$ cat src/rtl/chrx_pkg.sv
package chrx_pkg;
    localparam int SV_W     = 5;
    localparam int AMP_W    = 7;
    localparam int WRAP_W   = 2;
    localparam int PH_W     = 18;
    localparam int REC_W    = SV_W + AMP_W + WRAP_W + PH_W;
    localparam int BYTE_W   = 8;
    localparam int REC_BYTES = REC_W / BYTE_W;

    // Field order matches the wire layout: satellite number in the top bits.
    typedef struct packed {
        logic [SV_W-1:0]   sv;
        logic [AMP_W-1:0]  amp;
        logic [WRAP_W-1:0] wrap;
        logic [PH_W-1:0]   phase;
    } chan_rec_t;

    typedef enum logic [1:0] {
        ST_IDLE    = 2'd0,
        ST_COLLECT = 2'd1,
        ST_COMMIT  = 2'd2
    } rx_state_t;

    function automatic chan_rec_t split_record(input logic [REC_W-1:0] w);
        chan_rec_t r;
        r.sv    = w[REC_W-1 -: SV_W];
        r.amp   = w[REC_W-SV_W-1 -: AMP_W];
        r.wrap  = w[PH_W+WRAP_W-1 -: WRAP_W];
        r.phase = w[PH_W-1:0];
        return r;
    endfunction
endpackage

$ cat src/rtl/chrx_ctrl.sv
module chrx_ctrl
    import chrx_pkg::*;
#(
    parameter int NUM_CH    = 4,
    parameter int NUM_BYTES = 4,
    localparam int BW = $clog2(NUM_BYTES),
    localparam int CW = $clog2(NUM_CH)
) (
    input  logic          clk,
    input  logic          rst_n,
    input  logic          frame_start,
    input  logic          byte_valid,
    output logic          accept,
    output logic [BW-1:0] byte_pos,
    output logic [CW-1:0] ch_sel,
    output logic          rec_done,
    output logic          commit
);
    rx_state_t     state, state_n;
    logic [BW-1:0] byte_cnt, byte_n;
    logic [CW-1:0] ch_cnt, ch_n;
    logic          last_byte, last_ch, frame_done;

    // State register process
    always_ff @(posedge clk or negedge rst_n) begin
        if (!rst_n) begin
            state    <= ST_IDLE;
            byte_cnt <= '0;
            ch_cnt   <= '0;
        end else begin
            state    <= state_n;
            byte_cnt <= byte_n;
            ch_cnt   <= ch_n;
        end
    end

    // Next-state and output process
    always_comb begin
        accept     = byte_valid && (frame_start || state == ST_COLLECT);
        byte_pos   = frame_start ? '0 : byte_cnt;
        ch_sel     = frame_start ? '0 : ch_cnt;
        last_byte  = (byte_pos == BW'(NUM_BYTES - 1));
        last_ch    = (ch_sel == CW'(NUM_CH - 1));
        rec_done   = accept && last_byte;
        frame_done = rec_done && last_ch;
        commit     = (state == ST_COMMIT);

        state_n = state;
        unique case (state)
            ST_IDLE:    state_n = frame_start ? ST_COLLECT : ST_IDLE;
            ST_COLLECT: state_n = ST_COLLECT;
            ST_COMMIT:  state_n = frame_start ? ST_COLLECT : ST_IDLE;
            default:    state_n = ST_IDLE;
        endcase
        if (frame_done)
            state_n = ST_COMMIT;

        byte_n = byte_cnt;
        ch_n   = ch_cnt;
        if (accept) begin
            if (last_byte) begin
                byte_n = '0;
                ch_n   = last_ch ? '0 : ch_sel + 1'b1;
            end else begin
                byte_n = byte_pos + 1'b1;
                ch_n   = ch_sel;
            end
        end else if (frame_start) begin
            byte_n = '0;
            ch_n   = '0;
        end
    end

    // the commit state is only ever entered straight after a record closed
    p_commit_after_record_r4: assert property (@(posedge clk) disable iff (!rst_n)
        (state == ST_COMMIT) |-> $past(rec_done));

    // outside a frame the position counters rest at zero
    p_idle_counters_clear_r7: assert property (@(posedge clk) disable iff (!rst_n)
        (state == ST_IDLE) |-> (byte_cnt == '0 && ch_cnt == '0));
endmodule

$ cat src/rtl/chrx_asm.sv
module chrx_asm
    import chrx_pkg::*;
#(
    parameter int NUM_BYTES = 4,
    parameter int B_W       = 8,
    localparam int BW     = $clog2(NUM_BYTES),
    localparam int HOLD_W = B_W * (NUM_BYTES - 1),
    localparam int WORD_W = B_W * NUM_BYTES
) (
    input  logic              clk,
    input  logic              rst_n,
    input  logic              accept,
    input  logic [BW-1:0]     byte_pos,
    input  logic [B_W-1:0]    byte_in,
    output logic [WORD_W-1:0] word
);
    logic [HOLD_W-1:0] hold;

    // Earlier bytes shift upward; byte 0 of a record restarts the holder.
    always_ff @(posedge clk or negedge rst_n) begin
        if (!rst_n)
            hold <= '0;
        else if (accept) begin
            if (byte_pos == '0)
                hold <= HOLD_W'(byte_in);
            else
                hold <= HOLD_W'({hold, byte_in});
        end
    end

    assign word = {hold, byte_in};
endmodule

$ cat src/rtl/chrx_bank.sv
module chrx_bank
    import chrx_pkg::*;
#(
    parameter int NUM_CH = 4,
    localparam int CW = $clog2(NUM_CH)
) (
    input  logic                         clk,
    input  logic                         rst_n,
    input  logic                         wr_en,
    input  logic [CW-1:0]                wr_sel,
    input  logic [REC_W-1:0]             wr_word,
    input  logic                         commit,
    output chan_rec_t [NUM_CH-1:0]       active_o,
    output logic                         update_o
);
    chan_rec_t [NUM_CH-1:0] shadow;

    for (genvar c = 0; c < NUM_CH; c++) begin : g_ch
        always_ff @(posedge clk or negedge rst_n) begin
            if (!rst_n) begin
                shadow[c]   <= '0;
                active_o[c] <= '0;
            end else begin
                if (wr_en && wr_sel == CW'(c))
                    shadow[c] <= split_record(wr_word);
                if (commit)
                    active_o[c] <= shadow[c];
            end
        end
    end

    always_ff @(posedge clk or negedge rst_n) begin
        if (!rst_n)
            update_o <= 1'b0;
        else
            update_o <= commit;
    end

    // the visible bank only moves together with the strobe
    p_bank_hold_r5: assert property (@(posedge clk) disable iff (!rst_n)
        !update_o |-> $stable(active_o));

    // the strobe never stretches beyond one cycle
    p_strobe_single_r4: assert property (@(posedge clk) disable iff (!rst_n)
        update_o |=> !update_o);
endmodule

$ cat src/rtl/chan_param_rx.sv
module chan_param_rx
    import chrx_pkg::*;
#(
    parameter int NUM_CH = 4,
    localparam int CW = $clog2(NUM_CH),
    localparam int BW = $clog2(REC_BYTES)
) (
    input  logic                     clk,
    input  logic                     rst_n,
    input  logic                     frame_start_i,
    input  logic                     byte_valid_i,
    input  logic [BYTE_W-1:0]        byte_i,
    output logic [NUM_CH*SV_W-1:0]   sv_id_o,
    output logic [NUM_CH*AMP_W-1:0]  amp_o,
    output logic [NUM_CH*WRAP_W-1:0] wrap_o,
    output logic [NUM_CH*PH_W-1:0]   phase_o,
    output logic                     update_o
);
    logic                   accept, rec_done, commit;
    logic [BW-1:0]          byte_pos;
    logic [CW-1:0]          ch_sel;
    logic [REC_W-1:0]       word;
    chan_rec_t [NUM_CH-1:0] active;

    chrx_ctrl #(.NUM_CH(NUM_CH), .NUM_BYTES(REC_BYTES)) u_ctrl (
        .clk        (clk),
        .rst_n      (rst_n),
        .frame_start(frame_start_i),
        .byte_valid (byte_valid_i),
        .accept     (accept),
        .byte_pos   (byte_pos),
        .ch_sel     (ch_sel),
        .rec_done   (rec_done),
        .commit     (commit)
    );

    chrx_asm #(.NUM_BYTES(REC_BYTES), .B_W(BYTE_W)) u_asm (
        .clk     (clk),
        .rst_n   (rst_n),
        .accept  (accept),
        .byte_pos(byte_pos),
        .byte_in (byte_i),
        .word    (word)
    );

    chrx_bank #(.NUM_CH(NUM_CH)) u_bank (
        .clk     (clk),
        .rst_n   (rst_n),
        .wr_en   (rec_done),
        .wr_sel  (ch_sel),
        .wr_word (word),
        .commit  (commit),
        .active_o(active),
        .update_o(update_o)
    );

    for (genvar c = 0; c < NUM_CH; c++) begin : g_out
        assign sv_id_o[c*SV_W +: SV_W]     = active[c].sv;
        assign amp_o[c*AMP_W +: AMP_W]     = active[c].amp;
        assign wrap_o[c*WRAP_W +: WRAP_W]  = active[c].wrap;
        assign phase_o[c*PH_W +: PH_W]     = active[c].phase;
    end
endmodule

$ cat config.mk
export PLATFORM = sky130hd
export DESIGN_NAME = chan_param_rx
export DESIGN_NICKNAME = d
export VERILOG_FILES = /design/src/rtl/chrx_pkg.sv /design/src/rtl/chrx_ctrl.sv /design/src/rtl/chrx_asm.sv /design/src/rtl/chrx_bank.sv /design/src/rtl/chan_param_rx.sv
export SDC_FILE = /design/constraint.sdc
export NUM_CORES = 1
export LEC_CHECK = 0
export BUFFER_PORTS_ARGS = -buffer_cell sky130_fd_sc_hd__buf_2
export CORE_MARGIN = 5
export CORE_UTILIZATION = 25
export CTS_BUF_LIST = sky130_fd_sc_hd__clkbuf_4 sky130_fd_sc_hd__clkbuf_8
export DETAILED_ROUTE_END_ITERATION = 16
export SLEW_MARGIN = 10
export SYNTH_ARGS = -nofsm -noshare
export SYNTH_HDL_FRONTEND = slang
export SYNTH_SLANG_ARGS = --single-unit
export TNS_END_PERCENT = 30
$ cat constraint.sdc
create_clock -name clk -period 1.84 [get_ports clk]
set_input_delay 0.276 -clock clk [delete_from_list [all_inputs] [get_ports clk]]
set_output_delay 0.276 -clock clk [all_outputs]
set_load 0.03 [all_outputs]
==> impl_summary.md, run 1 <==
Yosys
The adder-cell area share of the yosys netlist is 0.00673. Averaged over all synthesized cells, the footprint is between 10 and 15 um^2. The xor/xnor share of the synthesized area is 0.00157. The complex-gate fraction of the synthesized area is 0.0128.

After synthesis, the largest family of logic cells by area is multiplexers. The number of warning messages in the yosys log is 0. The netlist uses 22 different library cells. The area fraction in and, or, nand and nor cells after synthesis is 0.142.

When the netlist entered floorplanning its net count stood at just over 900. The netlist area before placement is ~11000 um^2. Measured against the total synthesized area, the mux share comes to 0.165. The post-synthesis cell count is a little over 900.

The flip-flop and latch count after synthesis is about 290. The share of the Yosys chip area taken by registers is 0.644.

Timing
In the post-route analysis, the smallest setup slack over all paths is a little under 0.09 ns. Setup violations remaining at the end of the flow were counted as 0. The pin slew with the least headroom to its limit is around 0.45 ns. The final number of max-transition violations came to 0. The setup total negative slack is 0 ns. The final worst clock skew is about 0.021 ns. Derived from the worst setup path, the maximum achievable clock frequency is about 570 MHz. Setup repair after global routing left no endpoint under its margin. The final worst-path cycle share is 0.952. The number of failing hold endpoints at the final stage is 0. The tightest slew margin relative to the limit is 0.699. After layout, the minimum clock period comes to between 1.5 and 2 ns.

Clock network
The later pin in the worst-skew pair is clocked with a latency of 0.60 ns. The clock-pin transition on the worst setup and hold timing paths is 0.06 ns. For this design, the sink count on the clock tree is between 200 and 300. The number of setup buffers added after CTS is 0.

TritonCTS built the clock tree. The root cell of the clock tree is clkbuf_8. In this run the number of H-tree levels came out at 2. The CTS buffer count is 50. No sink is reached through more buffers than the 3 on the longest clock path.

Drt
The first detailed-routing pass ran for 4 iterations. Once detail routing completed, the nets flagged for antenna violations numbered 0. The via count is about 7.1k. The total DRC errors in the routed layout is 0. The average routed wire per standard cell is 16.1 um. The final wirelength is roughly 28 mm. In the routed layout, each cell is associated on average with a via count of 4.09. The detailed router finished its first iteration with roughly 270 violations.

Global routing
The initial antenna violation count was 0. The largest net degree at the start of global routing is 97. The global-route wire length before repair is 44.5 mm. After global routing the overflow that remains totals 0. For this run, the total global-route usage over all layers was measured as 0.114. The via count of the first global-routing pass is 7668.

Placed design
The HPWL after detailed placement is 17.9 mm. During placement, the flow inserted port buffers numbering 140. Before CTS, the worst setup slack after placement is between 0.015 and 0.02 ns. The global placer's final weighted congestion is roughly 0.71.

Die
The height of the die is around 220 um. The floorplan has 77 rows. The die extent in x is between 200 and 250 um. The initial cell density of the core is 0.253.

The die covers 48900 um^2. The area inside the core boundary is between 40000 and 50000 um^2. During I/O placement, the number of pins put on the boundary was between 100 and 150.

Hold path
The path class of the tightest hold or removal check is in -> reg.

Final layout
The library cells used most frequently in the layout, excluding fill and tap cells, are 384 x nand2_1, 287 x dfrtp_1, 139 x buf_2, 119 x mux2_2, 59 x clkbuf_8. The area used by sequential logic in the layout is just over 7000 um^2. Of the cells placed in the final design, the portion with a size suffix greater than 1 is 0.365. Counting the fill cells in the layout gives roughly 4.5k. Relative to the synthesized area, the layout overhead comes to 25.4%. The number of nets in the layout is 1117. In the final layout, the multi-input gates occupy 3690 um^2. The antenna diode count is 0. Leaving out fill and tap cells, the most frequent cell in the layout is nand2_1.

Critical path
At the worst endpoint, the arrival time is approximately 2.2 ns. STA classifies the critical path startpoint as a register. The slowest stage of the critical path is the mux2_2 cell.

For the worst setup path, the data required time is 2.31 ns. STA classifies the critical path endpoint as a register. In this run the worst path has a maximum fanout of 34. The maximum cell stage delay along the critical path is roughly 0.37 ns.

The worst setup path is of the reg -> reg kind. The signal on the critical path passes through nand2b_1, inv_1, ha_1, o2111ai_4, buf_12, mux2_2.

Job
The max capacitance violation total is 0.

Pwr
The worst supply voltage drop on vdd is approximately 0.5 mV. The cell leakage power is around 7.8 nW. In this run the power density over the cells is around 1000 nW/um^2.

Run status
The run finished with clean final reports.
==> cell usage after synthesis <==
cell type    n  share of area
nor2b_1     18          0.010
o21ai_0      1        0.00045
ha_1         6         0.0067
buf_1        2        0.00067
mux2_1       3         0.0030
o211ai_1     1        0.00067
inv_1        7         0.0024
mux2_4      31          0.042
buf_6        8         0.0081
o2111ai_4    4         0.0094
a31o_2       1        0.00079
dfrtp_1    287           0.64
buf_2        3         0.0013
clkbuf_1    26         0.0088
nand2b_1     5         0.0028
clkbuf_8     3         0.0037
o21ai_2      1        0.00079
buf_4        4         0.0027
o21a_1       1        0.00067
nand2_1    384           0.13
xnor2_1      2         0.0016
mux2_2     119           0.12
==> layout make-up <==
class,count,area share
tap,592,0.0530
inverter,7,0.00206
clock buffer,77,0.0677
clock inverter,9,0.0106
timing repair buffer,176,0.0895
multi-input combinational,577,0.264
sequential,287,0.514
==> flip-flops by register name (all words and copies together), names as in the netlist <==
| register | flops |
|---|---|
| u_ctrl.ch_cnt | 2 |
| u_bank.active_o | 128 |
| u_asm.hold | 24 |
| u_ctrl.state | 2 |
| u_bank.shadow | 128 |
| u_ctrl.byte_cnt | 2 |
| u_bank.update_o | 1 |
==> worst paths after layout <==
kind / startpoint / end / slack, ns / cells after the start
hold reg to reg: u_bank.shadow[49] / u_bank.active_o[49] / 0.46 / 2
hold / removal: byte_i[6] / u_bank.shadow[102] / 0.09 / 2
setup / recovery: u_ctrl.ch_cnt[0] / u_bank.shadow[113] / 0.09 / 6
max in group asynchronous: rst_n / u_bank.shadow[85] / 0.97 / 4
setup reg to reg: u_ctrl.ch_cnt[0] / u_bank.shadow[113] / 0.09 / 6
min in group asynchronous: rst_n / u_bank.shadow[51] / 0.15 / 2
==> kinds of logic after synthesis <==
kind of cell,after synthesis
flip-flops,287
buffers and inverters,53
XOR/XNOR,2
AO/OA/AOI/OAI,9
multiplexers,153
adder cells (fa/ha/maj),6
AND/OR/NAND/NOR,407
==> repair_timing <==
action / in CTS / in global routing
gates resized for setup: 0 / 0
hold buffers: 8 / 0
endpoints found under the hold margin: 182 / 0
==> worst max-delay path, delay by kind of cell, from the launching register on <==
family                   cells  cell delay (ns)
multiplexers                 1             0.37
adder cells (fa/ha/maj)      1             0.25
flip-flops                   1             0.36
buffers and inverters        2             0.42
AND/OR/NAND/NOR              1             0.14
AO/OA/AOI/OAI                1             0.09
==> routing by layer <==
layer | global-route usage | vias up | routed length, um | part of all wire
li1 | - | 3314 | - | -
met1 | 0.147 | 3527 | 12500 | 0.45
met2 | 0.186 | 160 | 13200 | 0.48
met3 | 0.0261 | 59 | 1260 | 0.045
met4 | 0.0428 | 0 | 792 | 0.028
met5 | 0 | - | 0 | 0
==> power by group <==
part / total, mW / internal [mW] / leakage, nW / switching (mW)
clock network: 6.40 / 3.81 / 0.579 / 2.58
registers: 6.81 / 6.55 / 3.97 / 0.259
logic: 0.605 / 0.310 / 3.25 / 0.295
total: 13.8 / 10.7 / 7.80 / 3.14
==> per-stage QoR <==
step / utilization / hold slack, ns / cell area, um^2 / instances / power (mW)
finish: 0.317 / 0.0938 / 14000 / 1725 / 13.8
global route: 0.317 / 0.0528 / 14000 / 1725 / 14.5
CTS: 0.317 / 0.0167 / 14000 / 1725 / 14.1
detailed placement: 0.290 / 0.178 / 12800 / 1631 / 7.55
global placement: 0.290 / 0.174 / 12800 / 1631 / 7.52
floorplan: - / -0.0196 / 11200 / 917 / 7.12
Note: power is estimated with default switching activity, not from simulation.
==> run 2, diff against run 1 <==
ABC_AREA = 1   (was default)
TNS_END_PERCENT = 50   (was 30)
==> run 2 against run 1 <==
Synthesized cell count up 38%. Sequential power is 1% lower. Register-to-register slack gained 0.24 ns. Largest cell class unchanged. Global-route usage increased by 2.1 points.
==> impl_summary.md, run 2 <==
Run status
The flow ran to the end, and the final reports show no timing, DRC or antenna violations.

Critical path
The depth of the worst register-to-register path is 6 (unchanged). The capture point of the worst reg-to-reg path is u_bank.shadow[30]. The worst register-to-register path begins at u_ctrl.state[1]. The startpoint of the most critical setup path is u_ctrl.state[1]. The startpoint class of the critical path is a register.

The kind of capture point of the worst setup path is a register. The data arrival at the endpoint of the critical path came to 2.00 ns (-0.22 ns). The worst setup path is of the reg -> reg kind. The reg2reg setup slack was 0.33 ns (+0.24 ns).

The maximum fanout count along the critical path is 91 (+170%). The worst path required time is 2.33 ns (+0.02 ns).

Yosys
Among all cell types in the netlist, the one instantiated most often is nand2_1. The proportion of synthesized chip area in sequential cells is 0.632 (-0.0120). The flip-flop and latch count after synthesis is 287 (unchanged). The net count after synthesis is 1280 (+37%). The number of flops mapped to enable cells by yosys is 0 (unchanged). The fraction of post-synthesis cell area in the top cell type by area is 0.632 (-0.0120). Ranked by total cell area, the synthesized netlist is headed by dfrtp_1 63%, nand2_1 23%, nand4_1 7.2%. Of all cell types, the one taking the most synthesized area is dfrtp_1. The netlist area before placement came to 11400 um^2 (+1.9%). The post-synthesis cell count is 1262 (+38%). The number of warning messages in the yosys log is 0 (unchanged).

The fraction of synthesis flops using an asynchronous set or reset pin is 1.00 (unchanged). The primary flip-flop cell chosen by synthesis mapping is dfrtp_1. The commonest cells after synthesis are 710 x nand2_1, 287 x dfrtp_1, 131 x nand4_1. The mean post-synth cell area is 9.00 um^2 (-26%). The number of distinct standard cells referenced by the synthesized netlist came to 15 (-32%).

Timing
The total of endpoints with negative setup slack in the final report is 0 (unchanged). The setup total negative slack is 0 ns (unchanged). The final number of max-transition violations is 0 (unchanged). The pin slew with the least headroom to its limit is 0.551 ns (+0.0995 ns). The timing-limited maximum frequency is 662 MHz (+16%). Setup repair after global routing left no endpoint under its margin. The minimum clock period is 1.51 ns (-0.241 ns). The tightest slew margin relative to the limit is 0.633 (-0.0663). The final worst-path cycle share was 0.821 (-0.131). The number of failing hold endpoints at the final stage is 0 (unchanged).

The final worst clock skew was 0.0127 ns (-0.00875 ns).

Clock network
In this run the clock root is driven by a clkbuf_8. TritonCTS built the clock tree. The CTS buffer count is 49 (-2.0%).

The number of H-tree levels was 2 (unchanged). The clock-pin transition on the worst setup and hold timing paths is 0.06 ns (about the same). The maximum root-to-sink buffer count is 3 (unchanged). The post-cts gate resize count is 0 (unchanged).

The latest clock arrival within the worst-skew pair is 0.57 ns (-0.03 ns). The total clock sinks came to 287 (unchanged).

Die
The initial cell density of the core is 0.251 (-0.00125). The height of the die is 223 um (+0.90%). The number of cell rows was 78 (+1.3%). The total die area is 49800 um^2 (+1.8%).

The area inside the core boundary is 45200 um^2 (+2.4%). The die extent in x came to 223 um (+0.90%). The number of placed I/O pins is 141 (unchanged).

Final layout
The number of nets in the layout is 1412 (+26%). The area used by multi-input combinational logic was 3720 um^2 (+0.88%). The fraction of layout instances using a drive strength above 1 is 0.184 (-0.180). The area used by sequential logic in the layout came to 7180 um^2 (unchanged).

In the final layout, the registers with the most flip-flops are u_bank.active_o: 128 flops, u_bank.shadow: 128 flops, u_asm.hold: 24 flops. The most frequent standard cell in the layout excluding fill and tap cells is nand2_1. The area growth from synthesis to layout is 23.0%.

The number of fillers in the final layout came to 4766 (+5.0%). The area of all placed cells without fillers is 14000 um^2 (-0.12%). Leaving out fill and tap cells, the most frequent cells in the layout are 710 x nand2_1, 287 x dfrtp_1, 139 x buf_2, 131 x nand4_1, 67 x clkbuf_8.

Drt
The number of DRC violations after detailed-routing iteration 0 came to 648 (+140%). The number of optimization iterations in the first detailed-route pass was 7 (+3). The final wirelength is 34.4 mm (+24%). The detail-routed via count per cell is 4.44 (+8.5%). The via count is 9022 (+28%).

The total DRC errors in the routed layout was 0 (unchanged). The average routed wire per standard cell is 16.9 um (+5.0%). The post-detailed-route count of antenna-violating nets came to 0 (unchanged).

Placed design
The port buffer count is 140 (unchanged). The half-perimeter wire length after detailed placement is 22.9 mm (+28%). The global placer's final weighted congestion is 0.790 (+11%). The area of placed instances came to 12900 um^2 (+0.42%).

Pwr
The switching portion of total power is 0.233 (+0.00620). The total power density per cell area is 964 nW/um^2 (-2.4%). The total internal power is 10.3 mW (-3.3%). The clock network fraction of total power is 0.463 (about the same). The net switching component of the power is 3.14 mW (+0.19%). The cell leakage power was 7.94 nW (+1.8%). The share of power burned in combinational logic is 0.039 (-0.005). The worst supply voltage drop on vdd is 0.455 mV (-9.0%). The portion of total power attributed to sequential cells is 0.498 (+0.005).

Hold path
The terminating pin of the worst hold path is u_asm.hold[0]. The worst hold path stage count was 3 (+1). The path class of the lowest-slack min-delay path is in -> reg. The worst hold path startpoint is byte_i[0].

Job
The max capacitance violation total is 0 (unchanged).

Global routing
The largest net degree at the start of global routing is 92 (-5.2%). The remaining global-route overflow is 0 (unchanged). The via count of the first global-routing pass is 9030 (+18%).

The global-route wire length before repair is 53.4 mm (+20%). The initial antenna violation count was 8 (+8). The total global-route track usage is 0.135 (+0.0213).
[run 2: cell types whose count changed after synthesis, moves of 8 or more]
| cell | delta |
|---|---|
| buf_2 | +35 |
| buf_4 | +9 |
| buf_6 | -8 |
| clkbuf_1 | +9 |
| mux2_2 | -119 |
| mux2_4 | -31 |
| nand2_1 | +326 |
| nand4_1 | +131 |
| nor2b_1 | -18 |
| o21ai_0 | +18 |
[run 2: logic make-up (layout without fill, tap and decap cells)]
| group | Yosys count | in the layout | synth area share |
|---|---|---|---|
| xor gates and xnor gates | 1 | 1 | 0.000771 |
| DFF | 287 | 287 | 0.632 |
| other | 0 | 3 | 0 |
| and+or+nand+nor | 844 | 844 | 0.308 |
| AOI/OAI and AO/OA | 20 | 20 | 0.00914 |
| buffers and inverters | 104 | 270 | 0.0428 |
| adders and majority gates | 6 | 6 | 0.00661 |
[run 2: worst max path at each step]
| stage | to | slack (ns) |
|---|---|---|
| 2_1_floorplan | u_bank.shadow[100] | 0.28 |
| 3_3_place_gp | u_bank.shadow[85] | 0.20 |
| 3_5_place_dp | u_bank.shadow[75] | 0.14 |
| 4_1_cts | u_bank.shadow[29] | 0.34 |
| 5_1_grt | u_asm.hold[16] | 0.21 |
| 6_report | u_bank.shadow[30] | 0.33 |
[run 2: critical path, stage by stage, from the launching register on]
cell and delay, ns:
dfrtp_1 0.36, inv_1 0.10, nand2_1 0.13, a21oi_4 0.20
buf_12 0.35, nand4_1 0.17, nand2_1 0.09
[run 2: power by group through the flow]
stage	logic, mW	clock network [mW]	registers [mW]
final	0.527	6.24	6.71
after global routing	0.607	6.71	6.72
after CTS	0.541	6.43	6.71
after detailed placement	0.537	0	6.81
after global placement	0.522	0	6.81
after floorplan	0.272	0	6.71
[run 2: layout make-up]
type	instances	share of cell area
Antenna cell	3	0.000537
Clock buffer	76	0.0709
Clock inverter	9	0.00699
Inverter	12	0.00340
Multi-Input combinational cell	871	0.266
Sequential cell	287	0.514
Tap cell	600	0.0537
Timing Repair Buffer	173	0.0840
[run 2: routing by layer]
metal,track usage,vias to the layer above,wire length (um)
li1,-,4303,-
met4,0.0453,8,995
met5,0,-,49
met1,0.169,4410,14200
met3,0.0416,71,2430
met2,0.222,230,16700
[run 2: per-stage QoR]
| step | utilization | setup WS [ns] | total power [mW] | hold slack [ns] | instances |
|---|---|---|---|---|---|
| CTS | 0.309 | 0.337 | 13.7 | 0.0266 | 2028 |
| global route | 0.309 | 0.212 | 14.0 | 0.0254 | 2029 |
| finish | 0.309 | 0.330 | 13.5 | 0.0712 | 2031 |
| detailed placement | 0.285 | 0.144 | 7.35 | 0.220 | 1942 |
| global placement | 0.285 | 0.203 | 7.34 | 0.219 | 1942 |
| floorplan | - | 0.277 | 6.98 | -0.0196 | 1262 |
[run 2: timing repair]
action,in CTS,in global routing
setup endpoints to repair,0,0
hold endpoints to repair,43,0
setup buffers,0,0
hold buffers,1,0
==> run 3, diff against run 2 <==
clock period = 1.4 ns   (was 1.84 ns; I/O delays follow)
==> run 3 against run 2 <==
The flow now finishes with violations (negative setup slack). First-iteration DRC count up 5.2%. Count of clock-buffer cells in the layout grew 3. Die area unchanged. Critical path depth is 2 higher. Clock power grew 35%. Combinational power rose by 66%. Highest routed layer is now met4.
==> impl_summary.md, run 3 (same netlist as run 2, synthesis figures left out) <==
Run status
The flow ran to the end, but the final reports show violations. The checks that failed: negative setup slack.

Critical path
The signal on the critical path passes through nand2_2, buf_12, ha_4, nand4_1, buf_6, clkbuf_16, nand2_2, nand2_1. The worst path required time came to 1.86 ns (-0.47 ns). The worst reg2reg path startpoint is u_ctrl.ch_cnt[0]. The startpoint of the most critical setup path is u_ctrl.ch_cnt[0].

The maximum cell stage delay along the critical path came to 0.37 ns (about the same). The startpoint class of the critical path is a register. Counting stages on the worst path, the most repeated cell is nand2_2. The maximum fanout count along the critical path came to 8 (-91%). The startpoint-to-endpoint class of the critical path is reg -> reg. The library cell contributing the largest single delay on the critical path is dfrtp_1. The kind of capture point of the worst setup path is a register. The data arrival at the endpoint of the critical path was 1.94 ns (-0.06 ns).

Placed design
The post-placement cell count is 1972 (+1.5%). The global placer's final weighted congestion is 0.773 (-2.2%). The port buffer count is 140 (unchanged).

The half-perimeter wire length after detailed placement is 23.8 mm (+4.2%).

Die
The height of the die came to 223 um (unchanged). The number of cell rows came to 78 (unchanged). The total die area is 49800 um^2 (unchanged). The number of placed I/O pins came to 141 (unchanged). The die extent in x was 223 um (unchanged).

The area inside the core boundary is 45200 um^2 (unchanged). The initial cell density of the core was 0.251 (unchanged).

Job
The max capacitance violation total is 0 (unchanged).

Drt
The detail-routed via count per cell is 4.50 (+1.3%). The post-detailed-route count of antenna-violating nets is 0 (unchanged). The number of DRC violations after detailed-routing iteration 0 was 682 (+5.2%).

The number of optimization iterations in the first detailed-route pass is 5 (-2). The average routed wire per standard cell is 17.9 um (+5.8%). The total DRC errors in the routed layout is 0 (unchanged).

The via count was 9434 (+4.6%). The final wirelength is 37.5 mm (+9.2%).

Hold path
The worst hold path belongs to the class in -> async.

Clock network
The clock-pin transition on the worst setup and hold timing paths was 0.06 ns (about the same). The latest clock arrival within the worst-skew pair was 0.59 ns (+0.02 ns). The CTS buffer count is 50 (+2.0%).

The number of H-tree levels came to 2 (unchanged). The total clock sinks is 287 (unchanged). The maximum root-to-sink buffer count came to 3 (unchanged). Clock tree synthesis selected as its root buffer the cell clkbuf_8.

The clock tree from TritonCTS is yes.

Pwr
The total power density per cell area is 1190 nW/um^2 (+23%). The overall power after layout is 18.1 mW (+34%). The cell leakage power is 8.40 nW (+5.8%). The worst supply voltage drop on vdd was 0.567 mV (+24%).

Final layout
The most frequent standard cell in the layout excluding fill and tap cells is nand2_1. The area growth from synthesis to layout is 34.1%. The largest registers in the layout are u_bank.active_o: 128 flops, u_bank.shadow: 128 flops, u_asm.hold: 24 flops.

The top cell types in the final layout, fill and taps aside, are 658 x nand2_1, 286 x dfrtp_1, 131 x nand4_1, 97 x buf_2, 65 x clkbuf_8. The fraction of layout instances using a drive strength above 1 came to 0.258 (+0.0738). The number of standard cells in the final layout excluding fillers is 2097 (+3.2%).

The number of nets in the layout is 1475 (+4.5%).

Timing
The final number of max-transition violations came to 0 (unchanged). The tightest slew margin relative to the limit is 0.671 (+0.0386). The final worst-path cycle share is 1.06 (+0.238). The number of failing hold endpoints at the final stage is 0 (unchanged). The timing-limited maximum frequency is 674 MHz (+1.8%). The total of endpoints with negative setup slack in the final report is 65 (+65). The final worst clock skew is 0.0171 ns (+0.00439 ns).

The pin slew with the least headroom to its limit is 0.493 ns (-0.0579 ns). Setup repair after global routing could not meet its margin everywhere. The minimum clock period is 1.48 ns (-0.0272 ns). The final worst slack is -0.0826 ns (-0.413 ns).

Global routing
The remaining global-route overflow is 0 (unchanged). The initial antenna violation count was 0 (-8). The largest net degree at the start of global routing came to 71 (-23%). The via count of the first global-routing pass came to 9584 (+6.1%). The global-route wire length before repair is 55.7 mm (+4.4%). The total global-route track usage is 0.140 (+0.00552).
run 3: changes by cell type in the layout (fill, tap and decap cells not counted), moves of 4 or more:
cell / delta
buf_12: +7
buf_2: -42
buf_4: +46
buf_6: +30
clkbuf_16: +7
clkbuf_4: +6
dlygate4sd3_1: +8
ha_1: -4
inv_1: -6
inv_2: +5
nand2_1: -52
nand2_2: +39
nand2_4: +13
run 3: path summary, 6_finish.rpt:
| kind | to | slack, ns | depth (start not counted) |
|---|---|---|---|
| worst min register to register | u_bank.active_o[120] | 0.46 | 2 |
| min in group clk | u_ctrl.state[1] | 0.19 | 4 |
| worst min-delay path | u_bank.shadow[1] | 0.11 | 2 |
| worst max-delay path | u_bank.shadow[82] | -0.08 | 8 |
| worst max register to register | u_bank.shadow[82] | -0.08 | 8 |
| max in group asynchronous | u_bank.active_o[116] | 0.61 | 3 |
run 3: layer usage:
metal  part of all wire  wire length [um]  global-route usage
met5                  0                 0                   0
met4              0.028              1070              0.0451
met3              0.066              2470              0.0357
met2               0.49             18300               0.234
met1               0.42             15700               0.180
run 3: final cells by class:
type	instances	area, um^2
antenna	1	2.50
timing repair buffer	235	2160
tap	600	751
sequential	287	7180
multi-input combinational	871	3960
inverter	12	53.8
clock buffer	79	1000
fill	4672	30000
clock inverter	12	119
run 3: timing repair:
action                     in CTS  in global routing
hold endpoints to repair      309                  0
hold buffers                    9                  0
pin swaps                       1                 23
resized for setup              50                114
setup buffers                   3                 12
setup endpoints to repair     123                240
gates cloned                    0                  9
run 3: where the power goes:
| part | leakage [nW] | total [mW] | internal (mW) | switching, mW |
|---|---|---|---|---|
| logic | 3.84 | 0.873 | 0.321 | 0.552 |
| clock network | 0.592 | 8.40 | 4.91 | 3.49 |
| registers | 3.97 | 8.82 | 8.53 | 0.285 |
| total | 8.40 | 18.1 | 13.8 | 4.33 |
run 3: critical path: cells and delay by family, from the launching register on:
kind | cells | cell delay [ns]
buf+inv | 3 | 0.47
flops | 1 | 0.37
simple gates | 4 | 0.36
fa+ha+maj | 1 | 0.15
run 3: metrics by stage:
stage | setup WS (ns) | cell area, um^2 | hold slack [ns] | TNS (ns) | util
after global routing | -0.122 | 15200 | 0.131 | -10.75 | 0.337
after floorplan | 0.00492 | 11400 | -0.0856 | 0 | -
final | -0.0826 | 15200 | 0.110 | -2.32 | 0.337
after CTS | -0.0114 | 14600 | 0.106 | -0.0140 | 0.322
after global placement | -0.261 | 13200 | 0.111 | -17.15 | 0.292
after detailed placement | -0.268 | 13200 | 0.118 | -23.87 | 0.292
